### src/rtl/tw_pkg.sv
package tw_pkg;
  localparam int WORD_W  = 8;
  localparam int CODE_W  = 5;
  localparam int RSVD_W  = WORD_W - CODE_W - 1;
  localparam int LINES_N = 3;
  localparam int SCLK_IDX = 0;
  localparam int SDAT_IDX = 1;
  localparam int SEN_IDX  = 2;

  typedef struct packed {
    logic [RSVD_W-1:0] rsvd;
    logic              standby;
    logic [CODE_W-1:0] code;
  } tw_word_t;
endpackage

### src/rtl/tw_sync.sv
module tw_sync #(
  parameter int WIDTH  = 3,
  parameter int STAGES = 2
) (
  input  logic             clk_i,
  input  logic             rst_ni,
  input  logic [WIDTH-1:0] async_i,
  output logic [WIDTH-1:0] level_o,
  output logic [WIDTH-1:0] rise_o,
  output logic [WIDTH-1:0] fall_o
);
  logic [WIDTH-1:0] pipe_q [STAGES];
  logic [WIDTH-1:0] prev_q;

  always_ff @(posedge clk_i or negedge rst_ni) begin
    if (!rst_ni) begin
      for (int s = 0; s < STAGES; s++) pipe_q[s] <= '0;
      prev_q <= '0;
    end else begin
      pipe_q[0] <= async_i;
      for (int s = 1; s < STAGES; s++) pipe_q[s] <= pipe_q[s-1];
      prev_q <= pipe_q[STAGES-1];
    end
  end

  assign level_o = pipe_q[STAGES-1];
  assign rise_o  = level_o & ~prev_q;
  assign fall_o  = ~level_o & prev_q;
endmodule

### src/rtl/tw_shift.sv
module tw_shift #(
  parameter int WORD_W = 8
) (
  input  logic              clk_i,
  input  logic              rst_ni,
  input  logic              start_i,
  input  logic              shift_i,
  input  logic              bit_i,
  output logic [WORD_W-1:0] word_o,
  output logic              armed_o
);
  logic [WORD_W-1:0] sr_q;
  logic              armed_q;

  always_ff @(posedge clk_i or negedge rst_ni) begin
    if (!rst_ni) begin
      sr_q    <= '0;
      armed_q <= 1'b0;
    end else begin
      if (shift_i) sr_q <= {sr_q[WORD_W-2:0], bit_i};
      // armed once at least one bit arrived in this enable window
      if (start_i)      armed_q <= 1'b0;
      else if (shift_i) armed_q <= 1'b1;
    end
  end

  assign word_o  = sr_q;
  assign armed_o = armed_q;
endmodule

### src/rtl/tw_latch.sv
module tw_latch
  import tw_pkg::*;
(
  input  logic              clk_i,
  input  logic              rst_ni,
  input  logic              load_i,
  input  tw_word_t          word_i,
  output logic [CODE_W-1:0] code_o,
  output logic              standby_o,
  output logic              strobe_o,
  output logic              err_o
);
  logic [CODE_W-1:0] code_q;
  logic              stby_q, strobe_q, err_q;

  always_ff @(posedge clk_i or negedge rst_ni) begin
    if (!rst_ni) begin
      code_q   <= '0;
      stby_q   <= 1'b0;
      strobe_q <= 1'b0;
      err_q    <= 1'b0;
    end else begin
      strobe_q <= load_i;
      if (load_i) begin
        code_q <= word_i.code;
        stby_q <= word_i.standby;
        if (|word_i.rsvd) err_q <= 1'b1;
      end
    end
  end

  assign code_o    = code_q;
  assign standby_o = stby_q;
  assign strobe_o  = strobe_q;
  assign err_o     = err_q;
endmodule

### src/rtl/tw_rx.sv
module tw_rx
  import tw_pkg::*;
#(
  parameter int SYNC_STAGES = 2
) (
  input  logic              clk_i,
  input  logic              rst_ni,
  input  logic              sclk_i,
  input  logic              sdat_i,
  input  logic              sen_i,
  output logic [CODE_W-1:0] cap_code_o,
  output logic              standby_o,
  output logic              update_o,
  output logic              rsvd_err_o
);
  logic [LINES_N-1:0] raw, lvl, rise, fall;
  logic [WORD_W-1:0]  shift_word;
  logic               armed, sen_fall, load;

  always_comb begin
    raw = '0;
    raw[SCLK_IDX] = sclk_i;
    raw[SDAT_IDX] = sdat_i;
    raw[SEN_IDX]  = sen_i;
  end

  tw_sync #(.WIDTH(LINES_N), .STAGES(SYNC_STAGES)) u_sync (
    .clk_i  (clk_i),
    .rst_ni (rst_ni),
    .async_i(raw),
    .level_o(lvl),
    .rise_o (rise),
    .fall_o (fall)
  );

  tw_shift #(.WORD_W(WORD_W)) u_shift (
    .clk_i  (clk_i),
    .rst_ni (rst_ni),
    .start_i(rise[SEN_IDX]),
    .shift_i(rise[SCLK_IDX] & lvl[SEN_IDX]),
    .bit_i  (lvl[SDAT_IDX]),
    .word_o (shift_word),
    .armed_o(armed)
  );

  assign sen_fall = fall[SEN_IDX];
  assign load     = sen_fall & armed;

  tw_latch u_latch (
    .clk_i    (clk_i),
    .rst_ni   (rst_ni),
    .load_i   (load),
    .word_i   (tw_word_t'(shift_word)),
    .code_o   (cap_code_o),
    .standby_o(standby_o),
    .strobe_o (update_o),
    .err_o    (rsvd_err_o)
  );
endmodule

### config.mk
export PLATFORM = sky130hd
export DESIGN_NAME = tw_rx
export DESIGN_NICKNAME = d
export VERILOG_FILES = /design/src/rtl/tw_pkg.sv /design/src/rtl/tw_sync.sv /design/src/rtl/tw_shift.sv /design/src/rtl/tw_latch.sv /design/src/rtl/tw_rx.sv
export SDC_FILE = /design/constraint.sdc
export NUM_CORES = 1
export LEC_CHECK = 0
export BUFFER_PORTS_ARGS = -buffer_cell sky130_fd_sc_hd__buf_4
export CORE_MARGIN = 10
export CORE_UTILIZATION = 45
export CTS_CLUSTER_DIAMETER = 100
export DETAILED_ROUTE_END_ITERATION = 6
export PLACE_DENSITY = 0.66
export SLEW_MARGIN = 20
export SYNTH_ARGS = -nofsm -noshare
export SYNTH_HDL_FRONTEND = slang
export SYNTH_SLANG_ARGS = --single-unit
### constraint.sdc
create_clock -name clk_i -period 1.4 [get_ports clk_i]
set_clock_uncertainty 0.2 [all_clocks]
set_input_delay 0.07 -clock clk_i [delete_from_list [all_inputs] [get_ports clk_i]]
set_output_delay 0.07 -clock clk_i [all_outputs]
set_load 0.03 [all_outputs]
* After elaboration in Yosys (flattened, before gate mapping)
Index checks and enable logic that the tools add are counted.
** Storage, ports and cells
- Flip-flop bits (word level) :: 26
- Bits in latches :: 0
- Bits in writable memories :: 0
- Memory bits (read-only) :: 0
- Output and inout bits :: 8
- Word-level logic and storage cells :: 20
- Memories kept :: 0
** Operators by class
- $add $sub $neg :: 0
- $mul :: 0
- Divide/modulo/power cells :: 0
- $lt $le $gt $ge :: 0
- Equality and inequality tests :: 0
- Shift operators :: 0
- Mux-type cells :: 2
- Bitwise gates (word level) :: 6
- Reductions and logical operators :: 3
** Operators by type and width (number)
- bitwise AND 3 bit :: 2
- NOT 3 bit :: 2
- bitwise AND 1 bit :: 2
- 2-to-1 mux 1 bit :: 2
- AND reduction 2 bit :: 1
- nonzero test 2 bit :: 1
- OR reduction 2 bit :: 1

* Longest topological paths before layout
Gate-level depths: netlist of the first run.
- Depth in word-level cells :: 5
- Gate-level depth with buffers :: 2
- Mapped depth without buffers :: 2

* Modules after synthesis
A second synthesis of the first run with hierarchy kept.
** Unflattened totals
- Cells, all modules :: 56
- Area total of the unflattened synthesis :: 992.2 µm²
** Modules (own cells, without submodules)
- tw_shift :: times used 1, cells each 19, area an instance 366.6 µm², sequential area each 225.2 µm²
- tw_latch :: times used 1, cells each 17, area an instance 312.8 µm², sequential area each 200.2 µm²
- tw_sync :: times used 1, cells each 18, area an instance 300.3 µm², sequential area each 225.2 µm²
- tw_rx :: times used 1, cells each 2, area an instance 12.5 µm², sequential area each 0.0 µm²

* Worst setup path after synthesis of the first run
OpenSTA, ideal clock, no wires.
- Kind :: register to register
- Start point :: register u_sync.pipe_q (netlist bit u_sync.level_o[2])
- End point :: register u_latch.code_q[0] (netlist: u_latch.code_o[0])
- Library setup time :: 125 ps
- Data arrival time :: 908 ps
- Data required time :: 1075 ps
- Slack :: 167 ps
- Cell stages (with the launch flop) :: 3
- Clock period less this slack :: 1233 ps
- Path through :: dfrtp_1 > nand3b_4 > mux2_2
** Between the ends
- Cells in the longest elaborated chain, start to end :: 3
** Ends and longest elaborated chain
- start, declared :: RTL line tw_sync.sv:12 : logic [WIDTH-1:0] pipe_q [STAGES];
- NOT 3 bit :: RTL line tw_sync.sv:28 : assign fall_o = ~level_o & prev_q;
- bitwise AND 3 bit :: RTL line tw_sync.sv:28
- bitwise AND 1 bit :: RTL line tw_rx.sv:47 : assign load = sen_fall & armed;
- end signal, assigned :: RTL line tw_latch.sv:25 : code_q <= word_i.code;
- end, declared :: RTL line tw_latch.sv:13 : logic [CODE_W-1:0] code_q;
No other way between the ends.
A chain may end at the register's enable or synchronous reset.

* Worst setup path in the final report of the first run
- Start point :: register u_sync.pipe_q (netlist bit u_sync.level_o[2])
- End point :: register u_latch.code_q[1] (netlist: u_latch.code_o[1])
The elaborated chain is that of the path after synthesis.

==> results of run 1 <==
==> worst min-delay path by stage <==
stage | start | to | slack (ps) | depth (start not counted)
after floorplan | rst_ni | u_latch.code_o[0]$_DFFE_PN0P_ | -430 | 0
after global placement | rst_ni | u_shift.word_o[2]$_DFFE_PN0P_ | -210 | 1
after detailed placement | rst_ni | u_shift.word_o[1]$_DFFE_PN0P_ | -220 | 1
after CTS | u_sync.pipe_q[5]$_DFF_PN0_ | u_sync.level_o[2]$_DFF_PN0_ | 160 | 0
after global routing | u_sync.pipe_q[5]$_DFF_PN0_ | u_sync.level_o[2]$_DFF_PN0_ | 170 | 0
final | u_sync.pipe_q[5]$_DFF_PN0_ | u_sync.level_o[2]$_DFF_PN0_ | 160 | 0
==> repair_timing <==
item | 4_1_cts | 5_1_grt
gates resized for setup | 0 | 0
hold buffers | 5 | 0
hold endpoints to repair | 28 | 0
==> metrics by stage <==
step / hold WS [ps] / cell area, µm² / worst slack (ps)
after detailed placement: -216.6 / 974.7 / 83.29
after global routing: 171.0 / 1051 / 19.89
final: 156.9 / 1051 / 81.00
after global placement: -214.1 / 974.7 / 130.8
after CTS: 160.5 / 1051 / 62.32
after floorplan: -425.6 / 853.3 / 167.4
==> worst register-to-register path: stages, from the launching register on <==
cell and delay (ps):
dfrtp_1 440, nand3b_4 220, mux2_2 350
==> final cells by class <==
cell class / instances / area share [%]
Clock buffer: 4 / 2.500
Inverter: 2 / 0.7143
Multi-Input combinational cell: 20 / 20.95
Sequential cell: 25 / 59.52
Tap cell: 25 / 2.976
Timing Repair Buffer: 17 / 13.33
==> per-layer routing <==
layer	vias up	global-route usage, %
met5	-	0
met4	0	1.639
met3	2	4.947
met2	12	10.80
met1	232	7.209
li1	202	-
==> where the power goes <==
group	switching, mW	internal [mW]	total [mW]
combinational	0.299	0.274	0.574
clock	0.188	0.111	0.300
sequential	0.116	0.919	1.03
==> cells by family after synthesis <==
| logic type | count (synthesis) |
|---|---|
| simple gates | 4 |
| compound gates | 2 |
| flops | 25 |
| buf+inv | 2 |
| mux | 14 |
==> placed cells by master, fill, tap and decap left out <==
cell	Yosys	layout
mux2_2	14	14
nand3b_4	2	2
buf_4	0	12
a21oi_1	1	1
clkbuf_4	0	3
o21bai_1	1	1
nor2b_1	1	1
inv_1	2	2
dfrtp_1	25	25
clkbuf_1	0	1
nor2_1	1	1
dlygate4sd3_1	0	5
==> registers in the layout, summed over array words and instances, names as in the netlist <==
register,flops
u_latch.code_o,5
u_shift.word_o,8
u_sync.prev_q,2
u_shift.armed_o,1
u_latch.strobe_o,1
u_latch.standby_o,1
u_sync.pipe_q,3
u_latch.err_o,1
u_sync.level_o,3
==> impl_metrics.py, run 1 <==
metrics = {
    "setup_path": {
        "r2r-end": "u_latch.code_o[1]$_DFFE_PN0P_",
        "rrSetupSlack_ps": 80,
        "slowest_delay_ps": 440,
        "r2r-start": "u_sync.level_o[2]$_DFF_PN0_",
        "crit_fanout": 8,
        "crit_path_end": "u_latch.code_o[1]$_DFFE_PN0P_",
        "cp_top_family": "flip-flops",
        "reg2reg_depth": 2,
        "start_kind": "flop",
        "worstSetupPathType": "flop to flop",
        "cp.required_ps": 1400,
        "cp.arrival_ps": 1320,
        "critPathLaunch": "u_sync.level_o[2]$_DFF_PN0_",
        "cp-end-kind": "flop",
        "cp_cell_sequence": "nand3b_4 > mux2_2",
        "critical_path.slowest_cell": "dfrtp_1",
        "cp.depth": 2,
        "critPathBufInv": 0,
    },
    "layout": {
        "fin_nets": 74,
        "final_util_pct": 59.57,
        "n_fill_cell": 151,
        "fin_cells": 93,
        "syn_to_final_growth_pct": 23.17,
        "regArea_um2": 625.6,
        "n_antenna_cell": 0,
        "multiInputGateArea_um2": 220.2,
        "layout-drive-gt1-share_pct": 45.59,
    },
    "synthesis": {
        "synth_area_um2": 853.3,
        "synth-async-reset-ratio_pct": 100.0,
        "synth_top_cell_by_area": "dfrtp_1",
        "synth_mux_area_share_pct": 18.48,
        "syn_avg_cell_area_um2": 18.16,
        "synth_top_cell_area_share_pct": 73.31,
        "synth_warnings": 0,
        "synthAdderAreaFrac_pct": 0,
        "synthTopCellsByCount": "dfrtp_1 (25), mux2_2 (14), inv_1 (2), nand3b_4 (2)",
        "yosysMostFrequentCell": "dfrtp_1",
        "synth_top_family_by_area": "multiplexers",
        "synth.distinct_cells": 8,
        "synth-main-ff-cell": "dfrtp_1",
        "seq_area_frac_synth_pct": 73.31,
        "synth-seq-cells": 25,
        "synth_compound_area_share_pct": 1.466,
        "yosys.area_share.simple_pct": 5.865,
        "synth_nets": 52,
        "synth_edf_count": 0,
        "synthCells": 47,
        "synth_xor_area_share_pct": 0,
        "synthTopCellsByArea": "dfrtp_1 (73%), mux2_2 (18%), nand3b_4 (4.7%)",
    },
    "die": {
        "initial_utilization_pct": 48.37,
        "die_area_um2": 4038,
        "io_pins": 13,
        "die_height_um": 63.55,
        "design.core.area_um2": 1764,
        "rows": 15,
        "die_w_um": 63.55,
    },
    "drt": {
        "met2_length_um": 614,
        "antenna_left": 0,
        "first_iter_violations": 3,
        "dr_wl_met3_um": 121,
        "vias": 448,
        "highest_layer": "met4",
        "drt-total-wl_mm": 1.258,
        "drt_pre_antenna_iters": 2,
        "drcViolationCount": 0,
        "wl_met1_um": 514,
        "wl_per_cell_um": 13.53,
        "drt-vias-per-instance": 4.817,
    },
    "cts": {
        "root_buffer": "clkbuf_4",
        "htreeDepth": 1,
        "clock_sinks": 25,
        "clk_pin_slew_ps": 120,
        "postCtsSetupBuffers": 0,
        "numCtsBuffers": 3,
        "clk_latency_ps": 310,
        "cts_tree": "built",
        "cts_buffer_depth": 2,
    },
    "global_route": {
        "grt_pass1_wl_mm": 2.249,
        "grt_max_degree": 26,
        "track_usage_pct": 6.857,
        "antenna_found_initial": 0,
        "grt-ovfl-total": 0,
        "grt_pass1_vias": 490,
    },
    "place": {
        "io_buffers": 12,
        "gp_congestion": 0.6438,
        "placed_cells": 84,
    },
    "timing": {
        "slew_violations": 0,
        "hold_violations": 0,
        "setup_viol": 0,
        "fin_crit_ps": 1319,
        "tns_ps": 0,
        "rsz0062_at_grt": "no",
        "worst_pin_slew_ps": 299.4,
        "timing.fmax_mhz": 758.1,
        "fin_crit_sh_pct": 94.21,
        "relSlewSlack_pct": 80.04,
    },
    "power_and_ir_drop": {
        "p_leak_nw": 0.5259,
        "power_density_nw_per_um2": 1815,
        "peakVddDrop_mv": 1.150,
        "total_power_mw": 1.908,
    },
    "flow_run": {
        "maxCapViolCount": 0,
    },
    "run_status": {
        "outcome": "complete, no violations",
    },
    "worst_hold_path": {
        "hold_path_class": "flop to flop",
    },
}
No activity file was read; power rests on OpenSTA's default activity.
==> run 2: changes to the inputs <==
- GPL_ROUTABILITY_DRIVEN: not set -> 0
- PLACE_DENSITY: 0.66 -> not set
- SYNTH_HIERARCHICAL: not set -> 1
==> run 2 against run 1 <==
  * The run now ends with negative setup slack left
  * Combinational power up 16%
  * Register-to-register slack worse by 90 ps
  * Synthesized area up 9.4%
  * Wire length up 6.0%
  * Critical path depth up 1
  * First-iteration DRC count rose to 3.0 times the previous value
  * Cell area up 7.1%
  * Fmax down 6.5%
  * Worst hold slack better by 8.2 ps
  * Largest cell class unchanged
  * Critical endpoint is now u_shift/word_o[0]$_DFFE_PN0P_
==> impl_metrics.py, run 2 <==
metrics = {
    "run_status": {
        "outcome": "complete, but fails checks",
        "violations": "negative setup slack",
    },
    "layout": {
        "fin_nets": 77,
        "final_common_cell": "dfrtp_1",
        "layout-drive-gt1-share_pct": 54.93,
        "n_antenna_cell": 0,
        "final_cell_mix": "dfrtp_1 (25), buf_4 (14), mux2_4 (14)",
        "largest_register_ffs": 8,
        "syn_to_final_growth_pct": 20.64,
        "final_util_pct": 57.40,
        "fin_cells": 98,
        "n_fill_cell": 165,
    },
    "drt": {
        "wl_per_cell_um": 13.60,
        "drt_pre_antenna_iters": 2,
        "antenna_left": 0,
        "drt-vias-per-instance": 4.582,
        "first_iter_violations": 9,
        "vias": 449,
        "drt-total-wl_mm": 1.333,
        "drcViolationCount": 0,
    },
    "setup_path": {
        "cp.arrival_ps": 1420,
        "cp.required_ps": 1410,
        "start_kind": "flop",
        "cp-end-kind": "flop",
        "crit_fanout": 5,
        "worstSetupPathType": "flop to flop",
    },
    "timing": {
        "timing.fmax_mhz": 708.9,
        "rsz0062_at_grt": "yes",
        "fin_crit_sh_pct": 100.8,
        "worst_slack_ps": -10.58,
        "hold_violations": 0,
        "slew_violations": 0,
        "relSlewSlack_pct": 79.63,
        "timing.hold.ws_ps": 165.1,
        "tns_ps": -21.39,
        "worst_pin_slew_ps": 305.6,
        "setup_viol": 3,
        "fin_crit_ps": 1411,
    },
    "cts": {
        "clk_pin_slew_ps": 120,
        "root_buffer": "clkbuf_4",
        "cts_buffer_depth": 2,
        "cts_tree": "built",
        "clk_latency_ps": 320,
        "numCtsBuffers": 3,
        "clock_sinks": 25,
        "htreeDepth": 1,
    },
    "global_route": {
        "antenna_found_initial": 0,
        "grt-ovfl-total": 0,
        "grt_pass1_wl_mm": 2.256,
        "grt_pass1_vias": 475,
        "track_usage_pct": 6.930,
        "grt_max_degree": 26,
    },
    "power_and_ir_drop": {
        "total_power_mw": 2.021,
        "peakVddDrop_mv": 1.182,
        "power_density_nw_per_um2": 1795,
        "p_leak_nw": 0.5512,
    },
    "die": {
        "die_height_um": 65.55,
        "io_pins": 13,
        "die_w_um": 65.55,
        "rows": 16,
        "design.core.area_um2": 1962,
        "die_area_um2": 4296,
        "initial_utilization_pct": 47.58,
    },
    "synthesis": {
        "synthCells": 51,
        "synth_area_um2": 933.4,
        "synth_nets": 56,
        "synth_warnings": 6,
        "syn_avg_cell_area_um2": 18.30,
    },
    "flow_run": {
        "maxCapViolCount": 0,
    },
    "place": {
        "placed_cells": 88,
        "io_buffers": 12,
    },
    "worst_hold_path": {
        "hold_path_class": "flop to flop",
    },
}
-- run 2: what timing repair did --
action | in CTS | in global routing
hold buffers | 5 | 0
cloned | 1 | 0
hold endpoints to repair | 28 | 0
resized for setup | 0 | 1
buffers inserted | 0 | 0
setup endpoints to repair | 14 | 14
-- run 2: worst paths after layout --
| path | startpoint | end | slack [ps] | cells past startpoint |
|---|---|---|---|---|
| hold / removal | u_sync/pipe_q[4]$_DFF_PN0_ | u_sync/level_o[1]$_DFF_PN0_ | 170 | 0 |
| hold reg to reg | u_sync/pipe_q[4]$_DFF_PN0_ | u_sync/level_o[1]$_DFF_PN0_ | 170 | 0 |
| setup / recovery | u_sync/prev_q[0]$_DFF_PN0_ | u_shift/word_o[0]$_DFFE_PN0P_ | -10 | 3 |
| min in group asynchronous | rst_ni | u_shift/word_o[5]$_DFFE_PN0P_ | 510 | 3 |
| setup reg to reg | u_sync/prev_q[0]$_DFF_PN0_ | u_shift/word_o[0]$_DFFE_PN0P_ | -10 | 3 |
| max in group asynchronous | rst_ni | u_sync/level_o[1]$_DFF_PN0_ | 240 | 3 |
-- run 2: cell type report --
cell class	instances	area, µm²	share of cell area [%]
Tap cell	27	33.78	3.000
Clock buffer	3	22.52	2.000
Clock inverter	1	5.005	0.4444
Sequential cell	25	625.6	55.56
Timing Repair Buffer	19	155.1	13.78
Multi-Input combinational cell	23	284.0	25.22
-- run 2: worst max-delay path, stage by stage, from the launching register on --
cell     delay [ps]
dfrtp_1         390
and2b_2         220
and2_4          200
mux2_4          310
-- run 2: per-layer routing --
layer	vias up	track usage, %	part of all wire, %
li1	208	-	-
met4	0	3.209	1.2
met3	4	4.746	6.9
met5	-	0	0
met1	225	7.251	47
met2	12	10.49	44
-- run 2: where the power goes --
group / leakage (nW) / switching, mW / internal, mW
clock: 0.0177 / 0.200 / 0.107
sequential: 0.309 / 0.127 / 0.919
combinational: 0.225 / 0.292 / 0.377
total: 0.551 / 0.619 / 1.40
-- run 2: stage by stage --
| stage | instance area (µm²) | setup slack (ps) |
|---|---|---|
| 4_1_cts | 1125 | -18.18 |
| 3_5_place_dp | 1040 | -17.78 |
| 5_1_grt | 1126 | -50.66 |
| 6_report | 1126 | -10.58 |
| 2_1_floorplan | 942.2 | -32.56 |
| 3_3_place_gp | 1040 | -5.121 |
==> run 3: changes to the inputs <==
- BUFFER_PORTS_ARGS: -buffer_cell sky130_fd_sc_hd__buf_4 -> -buffer_cell sky130_fd_sc_hd__buf_2
- TNS_END_PERCENT: not set -> 30
==> run 3 against run 2 <==
  * The flow still finishes with violations (negative setup slack)
  * Cell area is 4.3% lower
  * Total power shrank 3.3%
  * Count of clock-buffer cells in the layout up 1
  * Critical path depth is the same
  * Global-route usage up 0.068 points
  * Via count down 2.2%
  * Wire length fell by 0.60%
  * First-iteration DRC count decreased by 56%
  * Combinational power is 7.3% lower
  * Die area is the same
  * Register-to-register slack about the same
  * Worst hold slack lost 100 ps
==> impl_metrics.py, run 3 (synthesized netlist as in run 2, its figures left out) <==
metrics = {
    "run_status": {
        "outcome": "complete, but fails checks",
        "violations": "negative setup slack",
    },
    "global_route": {
        "antenna_found_initial": 0,
        "grt_max_degree": 26,
        "track_usage_pct": 6.998,
        "grt_pass1_wl_mm": 2.208,
        "grt-ovfl-total": 0,
        "grt_pass1_vias": 459,
    },
    "drt": {
        "drcViolationCount": 0,
        "first_iter_violations": 4,
        "antenna_left": 0,
        "wl_per_cell_um": 13.80,
        "drt-vias-per-instance": 4.573,
        "drt_pre_antenna_iters": 4,
        "drt-total-wl_mm": 1.325,
        "vias": 439,
    },
    "cts": {
        "clk_pin_slew_ps": 110,
        "clock_sinks": 25,
        "cts_buffer_depth": 2,
        "htreeDepth": 1,
        "clk_latency_ps": 300,
        "numCtsBuffers": 3,
        "cts_tree": "built",
        "root_buffer": "clkbuf_4",
    },
    "layout": {
        "final_cell_mix": "dfrtp_1 (25), mux2_4 (14), buf_2 (12)",
        "largest_register_ffs": 8,
        "fin_cells": 96,
        "layout-drive-gt1-share_pct": 53.62,
        "syn_to_final_growth_pct": 15.42,
        "n_antenna_cell": 0,
        "final_common_cell": "dfrtp_1",
        "fin_nets": 75,
    },
    "timing": {
        "fin_crit_ps": 1425,
        "worst_pin_slew_ps": 531.3,
        "setup_viol": 6,
        "hold_violations": 0,
        "rsz0062_at_grt": "yes",
        "timing.fmax_mhz": 701.5,
        "fin_crit_sh_pct": 101.8,
        "relSlewSlack_pct": 64.58,
        "tns_ps": -103.5,
        "slew_violations": 0,
        "worst_slack_ps": -25.49,
    },
    "setup_path": {
        "crit_fanout": 8,
        "start_kind": "flop",
        "worstSetupPathType": "flop to flop",
        "cp.required_ps": 1400,
        "cp-end-kind": "flop",
        "cp.arrival_ps": 1430,
    },
    "power_and_ir_drop": {
        "seqPwrFrac_pct": 53.2,
        "p_int_mw": 1.350,
        "p_leak_nw": 0.5324,
        "pwr-share-clk_pct": 15.2,
        "swShare_pct": 30.94,
        "p_sw_uw": 605.0,
        "power_density_nw_per_um2": 1815,
        "peakVddDrop_mv": 0.9045,
        "power_frac_comb_pct": 31.6,
    },
    "place": {
        "io_buffers": 12,
        "dpl.hpwl_um": 885.5,
        "pre_cts_ws_ps": -243.4,
        "placed_cells": 86,
    },
    "die": {
        "die_height_um": 65.55,
        "die_w_um": 65.55,
        "design.core.area_um2": 1962,
        "die_area_um2": 4296,
        "rows": 16,
        "initial_utilization_pct": 47.58,
        "io_pins": 13,
    },
    "worst_hold_path": {
        "hold_path_class": "input pin to async pin",
    },
    "flow_run": {
        "maxCapViolCount": 0,
    },
}
==> run 3: changes by cell type in the layout (fill, tap and decap cells not counted) <==
cell | previous run | this run
buf_2 | 0 | 12
clkinv_2 | 1 | 0
buf_4 | 14 | 1
dlygate4sd3_1 | 5 | 4
clkbuf_1 | 0 | 1
==> run 3: layout make-up <==
cell class / count / area, µm²
fill: 172 / 884.6
sequential: 25 / 625.6
multi-input combinational: 23 / 284.0
timing repair buffer: 17 / 107.6
tap: 27 / 33.78
clock buffer: 4 / 26.28
==> run 3: layer usage <==
metal | wire (µm) | share of wire [%] | track usage [%] | vias to the layer above
met3 | 112 | 8.5 | 5.085 | 4
met2 | 611 | 46 | 10.61 | 13
met4 | 24 | 1.8 | 3.209 | 0
met1 | 577 | 44 | 7.143 | 220
li1 | - | - | - | 202
met5 | 0 | 0 | 0 | -
==> run 3: critical path: stages (launching register included) <==
cell,delay (ps)
dfrtp_1,390
and2b_2,200
and2_4,210
mux2_4,320
==> run 3: repair_timing <==
action | 4_1_cts | 5_1_grt
hold endpoints to repair | 28 | 0
resized for setup | 3 | 0
cloned | 1 | 0
buffers inserted | 1 | 0
pin swaps | 1 | 0
hold buffers | 4 | 0
setup endpoints to repair | 15 | 11
==> run 3: power by group through the flow <==
stage	sequential [mW]	clock [mW]	combinational, mW
2_1_floorplan	1.22	0	0.290
6_report	1.04	0.297	0.619
3_5_place_dp	1.06	0	0.612
4_1_cts	1.05	0.323	0.630
5_1_grt	1.07	0.366	0.654
3_3_place_gp	1.05	0	0.603
==> run 3: metrics by stage <==
stage / total power, mW / util, % / hold WS (ps) / instance area, µm²
final: 1.955 / 54.91 / 61.00 / 1077
after global routing: 2.092 / 54.91 / 66.72 / 1077
after CTS: 2.002 / 54.91 / 62.74 / 1077
after detailed placement: 1.675 / 50.57 / -115.8 / 992.2
after global placement: 1.655 / 50.57 / -117.2 / 992.2
after floorplan: 1.505 / - / -425.6 / 935.9
==> run 3: path summary, 6_finish.rpt <==
kind / slack, ps / from / endpoint / depth (start not counted)
min in group clk_i: 170 / u_sync/pipe_q[4]$_DFF_PN0_ / u_sync/level_o[1]$_DFF_PN0_ / 0
hold reg to reg: 170 / u_sync/pipe_q[4]$_DFF_PN0_ / u_sync/level_o[1]$_DFF_PN0_ / 0
setup / recovery: -30 / u_sync/level_o[2]$_DFF_PN0_ / u_latch/code_o[2]$_DFFE_PN0P_ / 3
hold / removal: 60 / rst_ni / u_latch/code_o[2]$_DFFE_PN0P_ / 2
setup reg to reg: -30 / u_sync/level_o[2]$_DFF_PN0_ / u_latch/code_o[2]$_DFFE_PN0P_ / 3
max in group asynchronous: 590 / rst_ni / u_shift/armed_o$_DFFE_PN0P_ / 2
